### config.mk
export PLATFORM = sky130hd
export DESIGN_NAME = rgn_perm_slice
export DESIGN_NICKNAME = d
export VERILOG_FILES = /design/src/rtl/rgn_perm_pkg.sv /design/src/rtl/rgn_window_cmp.sv /design/src/rtl/rgn_perm_check.sv /design/src/rtl/rgn_perm_slice.sv
export SDC_FILE = /design/constraint.sdc
export NUM_CORES = 1
export LEC_CHECK = 0
export ABC_CLOCK_PERIOD_IN_PS = 2100
export BUFFER_PORTS_ARGS = -buffer_cell sky130_fd_sc_hd__buf_2
export CAP_MARGIN = 10
export CORE_MARGIN = 2
export CORE_UTILIZATION = 43
export DETAILED_ROUTE_END_ITERATION = 10
export PLACE_DENSITY = 0.79
export SLEW_MARGIN = 25
export SYNTH_ARGS = -nofsm -noshare
export SYNTH_HDL_FRONTEND = slang
export SYNTH_SLANG_ARGS = --single-unit
### constraint.sdc
create_clock -name vclk -period 2.1
set_input_delay 0.21 -clock vclk [all_inputs]
set_output_delay 0.21 -clock vclk [all_outputs]
set_load 0.01 [all_outputs]
### src/rtl/rgn_perm_pkg.sv
package rgn_perm_pkg;
  typedef enum logic [1:0] {
    ACC_DREAD  = 2'b00,
    ACC_DWRITE = 2'b01,
    ACC_IFETCH = 2'b10
  } acc_kind_e;

  function automatic acc_kind_e classify(input logic fetch, input logic write);
    if (fetch)      return ACC_IFETCH;
    else if (write) return ACC_DWRITE;
    else            return ACC_DREAD;
  endfunction
endpackage

### src/rtl/rgn_window_cmp.sv
module rgn_window_cmp #(
  parameter int ADDR_W = 32
) (
  input  logic [ADDR_W-1:0] addr,
  input  logic [ADDR_W-1:0] lo,
  input  logic [ADDR_W-1:0] hi,
  input  logic              valid,
  output logic              hit_n
);
  logic above_lo, below_hi;

  always_comb begin
    above_lo = (addr >= lo);
    below_hi = (addr <= hi);
    hit_n    = ~(valid & above_lo & below_hi);
  end

  always_comb begin

    invalid_never_hits_chk: assert (valid || hit_n);

    lo_bound_hits_chk: assert (!(valid && addr == lo && lo <= hi) || !hit_n);
  end
endmodule

### src/rtl/rgn_perm_check.sv
module rgn_perm_check
  import rgn_perm_pkg::*;
(
  input  logic fetch,
  input  logic write,
  input  logic pr,
  input  logic pw,
  input  logic px,
  output logic viol
);
  acc_kind_e kind;

  always_comb begin
    kind = classify(fetch, write);
    unique case (kind)
      ACC_IFETCH: viol = ~px;
      ACC_DWRITE: viol = ~pw;
      default:    viol = ~pr;
    endcase
  end

  always_comb begin

    fetch_ignores_write_chk: assert (!fetch || (viol == ~px));

    all_granted_no_viol_chk: assert (!(pr && pw && px) || !viol);
  end
endmodule

### src/rtl/rgn_perm_slice.sv
module rgn_perm_slice #(
  parameter int ADDR_W = 32
) (
  input  logic [ADDR_W-1:0] acc_addr,
  input  logic              acc_fetch,
  input  logic              acc_write,
  input  logic [ADDR_W-1:0] rgn_lo,
  input  logic [ADDR_W-1:0] rgn_hi,
  input  logic              rgn_valid,
  input  logic              perm_r,
  input  logic              perm_w,
  input  logic              perm_x,
  output logic              hit_n,
  output logic              viol,
  output logic              deny,
  output logic              err_capture
);
  logic win_hit_n;
  logic perm_viol;

  rgn_window_cmp #(.ADDR_W(ADDR_W)) u_win (
    .addr  (acc_addr),
    .lo    (rgn_lo),
    .hi    (rgn_hi),
    .valid (rgn_valid),
    .hit_n (win_hit_n)
  );

  rgn_perm_check u_perm (
    .fetch (acc_fetch),
    .write (acc_write),
    .pr    (perm_r),
    .pw    (perm_w),
    .px    (perm_x),
    .viol  (perm_viol)
  );

  always_comb begin
    hit_n       = win_hit_n;
    viol        = perm_viol;
    deny        = win_hit_n | perm_viol;
    err_capture = ~win_hit_n & perm_viol;
  end

  always_comb begin

    capture_implies_deny_chk: assert (!err_capture || deny);

    viol_forces_deny_chk: assert (!viol || deny);

    invalid_no_capture_chk: assert (rgn_valid || !err_capture);

    read_perm_chk: assert (acc_fetch || acc_write || (viol == ~perm_r));
  end
endmodule

* Word level (Yosys, flattened, before mapping)
Cells that the tools add are included.
Word-level totals: logic and storage cells 15, register bits after elaboration 0, output and inout bits 4, input port bits 102
Cells by class: equality and inequality tests 2, multiplexer cells 3, order comparisons 2, bitwise logic cells 8
Operator list (count):
- 32-bit greater-or-equal comparator | 1
- 32-bit <= comparator | 1
- 1-bit inverter | 4
- 1-bit bitwise AND | 3
- 2-bit by 1-bit equality test with 1-bit output (second input constant) | 1
- 2-bit equality test (second input constant) | 1
- 2-bit two-way mux | 1
- 1-bit case mux with 2 select lines | 1
- 1-bit two-way mux | 1
- 1-bit OR | 1

* Depth between registers and ports, before layout
depth in word-level cells 5, depth in mapped cells 8, gate-level depth less buffers 8

* Hierarchy
From an unflattened synthesis, not the netlist that was laid out.
Second synthesis, totals: cell total of the unflattened synthesis 227, area, all modules 1639.1 sq um
By module, submodules not included:
- rgn_window_cmp | times used 1, seq. area each 0.0 sq um, area an instance 1605.3 sq um, cells each 223
- rgn_perm_check | times used 1, seq. area each 0.0 sq um, area an instance 21.3 sq um, cells each 2
- rgn_perm_slice | times used 1, seq. area each 0.0 sq um, area an instance 12.5 sq um, cells each 2

* Worst setup path after synthesis
No wires, ideal clock.
kind input-to-output, start point input port acc_addr[0], end point output port deny, data arrival time 1.629 ns, stages on the path 8, slack 0.261 ns, required time 1.890 ns, path buffers 0, path through inv_1 > ha_1 > nand2b_4 > a2111oi_4 > nand4b_1 > a31oi_1 > o221ai_2 > nand2b_1
Between the ends: cells in the longest elaborated chain, start to end 5, elaborated cells on any way between the ends 6, those cells by class 2 x order compare; 4 x bitwise
RTL lines:
- start, declared | RTL line rgn_perm_slice.sv:4 | input logic [ADDR_W-1:0] acc_addr,
- 32-bit greater-or-equal comparator | RTL line rgn_window_cmp.sv:13 | above_lo = (addr >= lo);
- 1-bit bitwise AND | RTL line rgn_window_cmp.sv:15 | hit_n = ~(valid & above_lo & below_hi);
- 1-bit bitwise AND (*) | RTL line rgn_window_cmp.sv:15
- 1-bit inverter (*) | RTL line rgn_window_cmp.sv:15
- net hit_n | RTL line rgn_perm_slice.sv:13 | output logic hit_n,
- 1-bit OR (*) | RTL line rgn_perm_slice.sv:41 | deny = win_hit_n | perm_viol;
- end, declared | RTL line rgn_perm_slice.sv:15 | output logic deny,
The timed path passes the listed nets; every way through them passes the cells marked *.

* Final worst setup path
start point input port rgn_lo[29], end point output port deny
Between the ends: cells in the longest elaborated chain, start to end 5
RTL lines:
- start, declared | RTL line rgn_perm_slice.sv:7 | input logic [ADDR_W-1:0] rgn_lo,
- 32-bit greater-or-equal comparator | RTL line rgn_window_cmp.sv:13
- 1-bit bitwise AND (2 in a row) | RTL line rgn_window_cmp.sv:15
- 1-bit inverter | RTL line rgn_window_cmp.sv:15
- 1-bit OR | RTL line rgn_perm_slice.sv:41
No other way between the ends.

==> run summary <==
Sequential cells account for 0% of the total power. The area share of the largest cell type after synthesis is 47.76%. The total non-filler cell area in the finished layout is 2396 µm². The transition at the pin with the smallest max-transition slack was 0.3036 ns.

The count of vias placed by the detailed router is 1947, and the number of nets in the final layout is 508. The overall power consumption was 424.6 µW; the number of warnings reported in the yosys synthesis log was 0. Compared with the post-synthesis result, the final layout area differs by 42.91%. The congestion estimate from routability-driven global placement came to 0.7777. After global routing the overflow that remains totals 0.

Once the floorplan was initialized, standard cells occupied 45.12% of the core. The DRC violation count after routing was 0; the post-synthesis sequential area ratio was 0%. The clock buffer count in the final layout is 0.

The critical path goes through buf_2 > inv_1 > ha_4 > and4_4 > nand4_1 > nand3b_1 > a31oi_1 > o221ai_2 > nand2b_1 > buf_2. The worst path uses 95.53% of the clock period. The final layout contains routed wiring with a total length of 4554 µm. For this design the ratio of total power to cell area is 177.2 nW/µm². The chip width works out to 66.44 µm. The number of buffer cells added on primary ports works out to 106.

The post-synthesis area per instance came out at 7.196 µm². Data arrives at the worst endpoint at 1.80 ns. Using the TritonRoute via totals, the vias-per-cell ratio works out to 5.018. Leaving out filler cells and counting taps, the final layout contains 388.

The first detailed-routing pass took 4 iterations. For this design the top-level I/O count stands at 106. The number of rows in the core area is 22. The via count of the first global-routing pass came out at 1817. Summed over all nets, the switching power comes to 208.1 µW.

The run gives 0 µm² as the total area of sequential cells. The run gives 4 as the pin count of the biggest net entering global routing. The overall global routing resource usage was 18.71%.

The tools report the max-cap check violation count as 0. Summing all multi-input logic gate instances after layout gives 1550 µm². Leaving out fill and tap cells, the most frequent cells in the layout are sky130_fd_sc_hd__buf_2 (106), sky130_fd_sc_hd__inv_1 (66), sky130_fd_sc_hd__ha_1 (57). The analysis attributes to cell leakage a power of 0.001465 µW. Setup violations remaining at the end of the flow were counted as 0.

Of all nets on the critical path, the largest fanout is 3. Of all cell types, the one taking the most synthesized area is sky130_fd_sc_hd__ha_1. On the worst path, the slowest cell contributes a delay of 0.26 ns.

The worst min-delay path class is primary input to output pin. The worst slew slack as a fraction of its limit is 79.54%. STA classifies the critical path endpoint as an output pin. Among the stages of the critical path, the cell type that occurs most often is sky130_fd_sc_hd__buf_2. The wire-length estimate of the detail-placed layout is 3939 µm. The final-report max-slew violation count was 0. The total standard cell area after synthesis was 1677 µm²; the die outline area was 4414 µm².

For the global-route wire length before repair, the log shows 6893 µm. The final critical-path required period was 2.006 ns. The total placed instance area was 2267 µm². For the worst setup path, the data required time is 1.89 ns. The library cell used most frequently in the layout, excluding fill and tap cells, is sky130_fd_sc_hd__buf_2.

The y dimension of the die is 66.44 µm, and the proportion of power drawn by the clock network is 0%. The cell family contributing the most delay on the critical path is simple AND/OR/NAND/NOR gates. Yosys attributes the largest share of cell area to sky130_fd_sc_hd__ha_1 (48%), sky130_fd_sc_hd__inv_1 (15%), sky130_fd_sc_hd__a21oi_1 (8.4%), sky130_fd_sc_hd__nand2_1 (3.4%), sky130_fd_sc_hd__and4_1 (2.6%). Per report_power, the combinational group accounts for 100.0% of the total. Among all stages on the critical path, the largest delay is contributed by sky130_fd_sc_hd__ha_4. For the hold violation count in the final report, the log shows 0. Proportion of total power due to net switching: 49.00%. The run gives 498.5 MHz as the timing-limited maximum frequency. The run gives 64.48% as the post-route core utilization. After technology mapping, the gate count stands at 233. In this run, the number of DRC markers left after iteration 0 of detailed routing was 65.

The logs give 387 for the cell total after placement and 0 for the number of buffers added to fix hold violations after cts. The design has 0 sequential cells. The detail route stage leaves a number of antenna-violating nets equal to 0.

The run finished with clean final reports. The total area inside the core boundary comes to 3716 µm². The number of nets handed over by synthesis was 399.

The worst setup path is of the primary input to output pin kind. The number of buffers and inverters on the critical path is 3. Number of inserted diodes: 0.

Across the VDD grid, the largest voltage drop is 0.08445 mV. The filler cells instantiated in the layout total 350. The initial antenna violation count was 0. In the final routed layout, each cell accounts on average for 11.74 µm. The fraction of final layout cells with drive strength greater than 1 is 37.65%. The tools report the nature of the critical path startpoint as a primary input. Synthesis instantiated 32 different standard cells from the library. For the total internal power, the log shows 216.5 µW.
## per-layer routing
layer	GRT usage, %	vias to the layer above	part of all wire, %
met5	0	-	0
met4	0	0	0
met1	23.08	862	43
met3	0.5111	0	5.7
li1	-	1026	-
met2	37.50	59	51
## power by group through the flow
stage | sequential (µW) | clock, µW | combinational [µW]
after floorplan | 0 | 0 | 223
after global placement | 0 | 0 | 375
after detailed placement | 0 | 0 | 386
after CTS | 0 | 0 | 389
after global routing | 0 | 0 | 487
final | 0 | 0 | 425
## Yosys cell counts (all sizes together)
| library cell | instances |
|---|---|
| o22ai | 1 |
| nor4 | 1 |
| mux2i | 1 |
| o21ai | 10 |
| o21a | 1 |
| a2111oi | 1 |
| and3 | 1 |
| nor3b | 1 |
| nor2 | 4 |
| a31oi | 1 |
| or2 | 1 |
| nor2b | 1 |
| nand3 | 7 |
| o221ai | 1 |
| o211ai | 2 |
| ha | 64 |
| a211oi | 2 |
| o31ai | 1 |
| a21oi | 28 |
| nor3 | 1 |
| nand2 | 15 |
| nand4 | 7 |
| a31o | 1 |
| inv | 66 |
| nand2b | 2 |
| nand4b | 1 |
| and4 | 5 |
| a21o | 3 |
| nand3b | 1 |
| a221oi | 2 |
## repair_timing
item	4_1_cts	5_1_grt
setup endpoints to repair	1	2
gates resized for setup	1	15
pin swaps	0	12
gates cloned	0	0
setup buffers	0	1
## metrics by stage
stage / setup TNS (ns) / hold WS [ns] / worst slack (ns)
floorplan: 0 / 0.6312 / 0.2606
finish: 0 / 0.8279 / 0.09384
detailed placement: 0 / 0.8221 / 0.003895
global route: -0.02968 / 0.8901 / -0.02968
global placement: -0.005200 / 0.8232 / -0.005200
CTS: 0 / 0.8257 / 0.02901
## worst paths after layout
path  startpoint  endpoint  depth (start not counted)
max   rgn_lo[29]      deny                         10
min    acc_fetch      viol                          4
## final cells by class
| class | instances | share of cell area, % |
|---|---|---|
| Multi-Input combinational cell | 167 | 64.70 |
| Timing Repair Buffer | 107 | 22.45 |
| Inverter | 66 | 10.34 |
| Tap cell | 48 | 2.507 |
## worst min-delay path, cell delays in order
cell and delay (ns):
sky130_fd_sc_hd__buf_2 0.09, sky130_fd_sc_hd__o21ai_0 0.13, sky130_fd_sc_hd__inv_1 0.07, sky130_fd_sc_hd__buf_2 0.12
## cell families after synthesis
logic type / after synthesis / share of synthesized area, %
buf+inv: 66 / 14.78
fa+ha+maj: 64 / 47.76
compound gates: 54 / 20.22
simple gates: 48 / 16.64
mux: 1 / 0.5970
Note: power is estimated with default switching activity, not from simulation.
